`src/rtl/log_mult.sv`:
```
module log_mult #(
  parameter int W    = 8,
  parameter int FW   = 8,
  parameter int PW   = 16,
  parameter int CORR = 17
) (
  input  logic          clk,
  input  logic          rst_n,
  input  logic          in_valid,
  input  logic [W-1:0]  a,
  input  logic [W-1:0]  b,
  output logic          out_valid,
  output logic [PW-1:0] product
);
  localparam int KW = $clog2(W);
  localparam int IW = KW + 2;
  localparam int SW = IW + FW;
  localparam int AW = FW + 1 + (1 << IW);

  function automatic logic [KW-1:0] lead_pos(input logic [W-1:0] x);
    logic [KW-1:0] p;
    p = '0;
    for (int i = 0; i < W; i++)
      if (x[i]) p = KW'(i);
    return p;
  endfunction

  function automatic logic [FW-1:0] frac_of(input logic [W-1:0] x, input logic [KW-1:0] k);
    logic [KW-1:0]   amt;
    logic [W-1:0]    sh;
    logic [FW+W-1:0] wide;
    amt  = KW'(W - 1) - k;
    sh   = x << amt;
    wide = {sh[W-2:0], {(FW + 1){1'b0}}};
    return wide[FW+W-1 -: FW];
  endfunction

  logic [KW-1:0] ka, kb;
  logic [FW-1:0] fa, fb;
  logic [SW-1:0] lsum;
  logic [IW-1:0] kint;
  logic [FW:0]   mant;
  logic [AW-1:0] grown, scaled;
  logic          zero_in, too_big;
  logic [PW-1:0] result;

  assign ka = lead_pos(a);
  assign kb = lead_pos(b);
  assign fa = frac_of(a, ka);
  assign fb = frac_of(b, kb);

  assign lsum = SW'({ka, fa}) + SW'({kb, fb}) + SW'(CORR);
  assign kint = lsum[SW-1:FW];
  assign mant = {1'b1, lsum[FW-1:0]};

  assign grown   = AW'(mant) << kint;
  assign scaled  = grown >> FW;
  assign too_big = |scaled[AW-1:PW];
  assign zero_in = (a == '0) || (b == '0);

  always_comb begin
    if (zero_in)      result = '0;
    else if (too_big) result = '1;
    else              result = scaled[PW-1:0];
  end

  always_ff @(posedge clk) begin
    if (!rst_n) begin
      out_valid <= 1'b0;
      product   <= '0;
    end else begin
      out_valid <= in_valid;
      if (in_valid) product <= result;
    end
  end
endmodule

```
`config.mk`:
```
export PLATFORM = sky130hd
export DESIGN_NAME = log_mult
export DESIGN_NICKNAME = d
export VERILOG_FILES = /design/src/rtl/log_mult.sv
export SDC_FILE = /design/constraint.sdc
export NUM_CORES = 1
export LEC_CHECK = 0
export BUFFER_PORTS_ARGS = -buffer_cell sky130_fd_sc_hd__buf_2
export CORE_UTILIZATION = 50
export DETAILED_ROUTE_END_ITERATION = 8
export HOLD_SLACK_MARGIN = 0.12
export PLACE_DENSITY_LB_ADDON = 0.12
export SYNTH_ARGS = -nofsm -noshare
export SYNTH_HDL_FRONTEND = slang
export SYNTH_SLANG_ARGS = --single-unit
```
`constraint.sdc`:
```
create_clock -name clk -period 10.55 [get_ports clk]
set_clock_uncertainty 0.15 [all_clocks]
set_input_delay 0 -clock clk [delete_from_list [all_inputs] [get_ports clk]]
set_output_delay 0 -clock clk [all_outputs]
set_load 0.1 [all_outputs]
```
==> out/qor.log <==
INFO  route          drt-pass1-iter-count=7
INFO  setup_path     critPathCaptureType=flop
INFO  yosys          yosys_register_bits=17
INFO  floorplanning  floorplan.initialDensity=53.6%
INFO  route          route.final.wire_length=7010µm
INFO  yosys          synthesized_netlist_cell_count=336
INFO  power_and_ir_drop leakagePower=0.00114µW
INFO  final_layout   final_cells=418
INFO  floorplanning  floorplan.core_area=0.00447mm²
INFO  final_layout   layout-drive-gt1-share=13.4%
INFO  route          detail_route.vias_per_cell=6.54
INFO  global_route   grt_max_degree=15
INFO  yosys          ys_warn_count=0
INFO  route          detail-route-antenna-nets=0
INFO  setup_path     cp_top_family=compound AO/OA/AOI/OAI gates
INFO  floorplanning  io_pins=36
INFO  global_route   antenna_found_initial=0
INFO  setup_path     kind_of_start_point_of_the_critical_path=primary input
INFO  setup_path     slowest_stage=sky130_fd_sc_hd__xnor2_1
INFO  placement      dp_cells=411
INFO  setup_path     worstPathRequired=10.53ns
INFO  clock_tree     cts.clk_slew.worst_paths=0.06ns
INFO  timing         post-route-period-util=45.1%
INFO  yosys          netlist_top_cells_area=sky130_fd_sc_hd__dfxtp_1 14%, sky130_fd_sc_hd__ha_1 9.9%, sky130_fd_sc_hd__a21oi_1 6.9%, sky130_fd_sc_hd__nor2_1 5.2%, sky130_fd_sc_hd__mux2i_1 5.0%
INFO  clock_tree     post_cts_resized=0
INFO  power_and_ir_drop power_share_of_the_clock_group=8.0%
INFO  timing         final_period_minus_worst_setup_slack=4.75ns
INFO  hold_path      hp-class=flop to flop
INFO  power_and_ir_drop pwr-share-comb=77.7%
INFO  global_route   wire_length_of_the_first_global_routing_pass=11600µm
INFO  hold_path      min_to=product[15]$_SDFFE_PN0P_
INFO  power_and_ir_drop flop_pwr_share=14.2%
INFO  timing         slew_viol_final=0
INFO  power_and_ir_drop power_density=232mW/mm²
INFO  yosys          syn_area_per_cell=7.14µm²
INFO  yosys          netlist_area=0.00240mm²
INFO  setup_path     worstReg2RegStart=product[5]$_SDFFE_PN0P_
INFO  setup_path     crit_top_cell=sky130_fd_sc_hd__a21oi_1
INFO  route          detailroute.via_count=2733
INFO  final_layout   layout.area.seq=340µm²
INFO  route          initialDrtViolationCount=376
INFO  final_layout   fill_cells=444
INFO  yosys          synth_edf_count=0
INFO  power_and_ir_drop internal_power=244µW
INFO  clock_tree     clockRootBuffer=sky130_fd_sc_hd__clkbuf_8
INFO  timing         setup_tns=0ns
INFO  global_route   grtUsageTotal=28.2%
INFO  final_layout   area_taken_by_multi_input_logic_gates=0.00192mm²
INFO  hold_path      worstHoldPathCells=2
INFO  setup_path     critPathBufInv=1
INFO  setup_path     worst-r2r-setup-slack=9.10ns
INFO  clock_tree     cts.htree.levels=1
INFO  setup_path     worst-endpoint-arrival=4.73ns
INFO  yosys          postSynth.topFlopCell=sky130_fd_sc_hd__dfxtp_1
INFO  floorplanning  floorplan.die_area=0.00508mm²
INFO  timing         max_clock_freq=210MHz
INFO  run_status     violations=design-rule violations
INFO  power_and_ir_drop power.switching=374µW
INFO  setup_path     worst-setup-path-type=primary input to flop
INFO  timing         rsz0062_at_grt=no
INFO  floorplanning  core.rowCount=24
INFO  setup_path     crit_path_cell_trace=buf_2 > nand2b_1 > a21oi_1 > o21ba_2 > nor2_1 > mux2i_1 > a21oi_1 > o221a_1 > ha_1 > ha_1 > a21o_1 > a221oi_4 > a21oi_1 > xnor2_1 > nor2_1 > a221oi_1 > o21ai_1
INFO  timing         worstMarginPinSlew=0.890ns
INFO  timing         final-setup-viol-count=0
INFO  placement      post-dp-hpwl=5380µm
INFO  yosys          synth_area_leader_cell=sky130_fd_sc_hd__dfxtp_1
INFO  floorplanning  floorplan.die.width=71.3µm
INFO  power_and_ir_drop power.switching_fraction=60.6%
INFO  final_layout   finish.net_count=406
INFO  run_status     run_status=finished, violations left
INFO  route          post-route-drc-count=5
INFO  placement      detailedPlace.worstSlack=5.73ns
INFO  setup_path     rr_worst_depth=4
INFO  yosys          synth_sequential_area_ratio=14.2%
INFO  hold_path      hold_path_startpoint=product[15]$_SDFFE_PN0P_
INFO  timing         final_hold_violation_count=0
INFO  clock_tree     clk_latency=0.26ns
INFO  timing         post_route_setup_slack=5.80ns
INFO  route          routedWlPerCell=16.8µm
INFO  clock_tree     clock_path_buffers=2
INFO  clock_tree     tritoncts=built
INFO  final_layout   area_growth_syn_to_layout=11.0%
INFO  yosys          synth.lib_cells_used.distinct=58
INFO  timing         max-slew-margin-rel=40.2%
INFO  placement      globalplace.congestion=0.942
INFO  clock_tree     cts_hold_buf=3
INFO  global_route   first_global_vias=2421
INFO  yosys          syn_nets=375
INFO  global_route   overflow=0
INFO  power_and_ir_drop max_ir_drop_vdd=0.136mV
INFO  clock_tree     cts.sinks=17
INFO  clock_tree     cts-buffers-inserted=3
INFO  setup_path     regToRegEndpoint=product[5]$_SDFFE_PN0P_
INFO  floorplanning  fp.dieH=71.3µm
INFO  clock_tree     post_cts.repair.setup_buffers=0
INFO  yosys          synth_async_sr_flop_share=0%
INFO  final_layout   antennaDiodeCount=0
INFO  placement      count_of_port_buffers_added_during_placement=35
INFO  yosys          post-synth-top-area-fraction=14.2%
INFO  yosys          synth_top_cells_by_count=33 x sky130_fd_sc_hd__a21oi_1, 33 x sky130_fd_sc_hd__nor2_1, 23 x sky130_fd_sc_hd__nand2_1
INFO  run            max_cap_viol_count=0
INFO  setup_path     path_max_fanout=12
INFO  setup_path     slowest_delay=0.74ns
logic make-up after synthesis:
family / share of synthesized area (%)
compound gates: 40.4
xor+xnor: 3.55
fa+ha+maj: 10.7
buf+inv: 5.84
flops: 14.2
mux: 5.01
simple gates: 20.3
tightest hold or removal path: stages, from the launching register on:
cell and delay [ns]:
sky130_fd_sc_hd__dfxtp_1 0.31, sky130_fd_sc_hd__nand2_1 0.06, sky130_fd_sc_hd__a21boi_1 0.05
power groups by stage:
stage | combinational [µW] | clock [µW] | sequential [µW]
4_1_cts | 470 | 51.1 | 87.7
6_report | 480 | 49.7 | 87.9
5_1_grt | 516 | 52.9 | 89.6
3_3_place_gp | 464 | 0 | 88.5
3_5_place_dp | 467 | 0 | 89.1
2_1_floorplan | 270 | 0 | 203
routing by layer:
layer	vias up	GRT usage (%)	routed length, µm
met1	1263	42.0	3390
met5	-	0	0
met2	117	44.0	3030
li1	1341	-	-
met3	12	3.52	487
met4	0	4.67	106
layout by cell type (no fill, tap or decap), types with 5 or more instances in the layout:
cell type / instances
sky130_fd_sc_hd__nor2_1: 33
sky130_fd_sc_hd__nor3_1: 8
sky130_fd_sc_hd__dfxtp_1: 17
sky130_fd_sc_hd__a211oi_1: 10
sky130_fd_sc_hd__buf_2: 35
sky130_fd_sc_hd__nor2b_1: 10
sky130_fd_sc_hd__a31oi_1: 7
sky130_fd_sc_hd__mux2i_1: 12
sky130_fd_sc_hd__inv_1: 19
sky130_fd_sc_hd__o21ai_1: 15
sky130_fd_sc_hd__o21a_1: 5
sky130_fd_sc_hd__o21ai_0: 21
sky130_fd_sc_hd__ha_1: 19
sky130_fd_sc_hd__nand3_1: 6
sky130_fd_sc_hd__a22oi_1: 5
sky130_fd_sc_hd__a2111oi_0: 5
sky130_fd_sc_hd__o211ai_1: 6
sky130_fd_sc_hd__a21oi_1: 33
sky130_fd_sc_hd__nand2_1: 23
area by class of cell:
| cell class | count | area share, % |
|---|---|---|
| clock buffer | 3 | 1.55 |
| clock inverter | 1 | 0.188 |
| inverter | 19 | 2.68 |
| multi-input combinational | 286 | 72.1 |
| sequential | 17 | 12.8 |
| tap | 52 | 2.44 |
| timing repair buffer | 40 | 8.27 |
through the flow:
step / hold WS (ns) / power [µW] / cell area [µm²] / utilization (%)
6_report: 0.313 / 618 / 2660 / 59.5
5_1_grt: 0.333 / 659 / 2660 / 59.5
4_1_cts: 0.314 / 609 / 2660 / 59.5
3_5_place_dp: 0.229 / 556 / 2580 / 57.8
3_3_place_gp: 0.221 / 553 / 2580 / 57.8
2_1_floorplan: -0.0283 / 473 / 2400 / -
how the worst max path moves through the flow:
stage / from / endpoint / slack (ns) / depth (start not counted)
after floorplan: b[6] / product[9]$_SDFFE_PN0P_ / 6.68 / 16
after global placement: b[2] / product[9]$_SDFFE_PN0P_ / 5.76 / 17
after detailed placement: b[2] / product[9]$_SDFFE_PN0P_ / 5.73 / 17
after CTS: b[2] / product[9]$_SDFFE_PN0P_ / 5.99 / 17
after global routing: b[2] / product[9]$_SDFFE_PN0P_ / 5.55 / 17
final: b[2] / product[9]$_SDFFE_PN0P_ / 5.80 / 17
sequential cells by signal (all words and copies together) (netlist names):
signal	count
out_valid	1
product	16
Power figures use the tool's default switching activity.
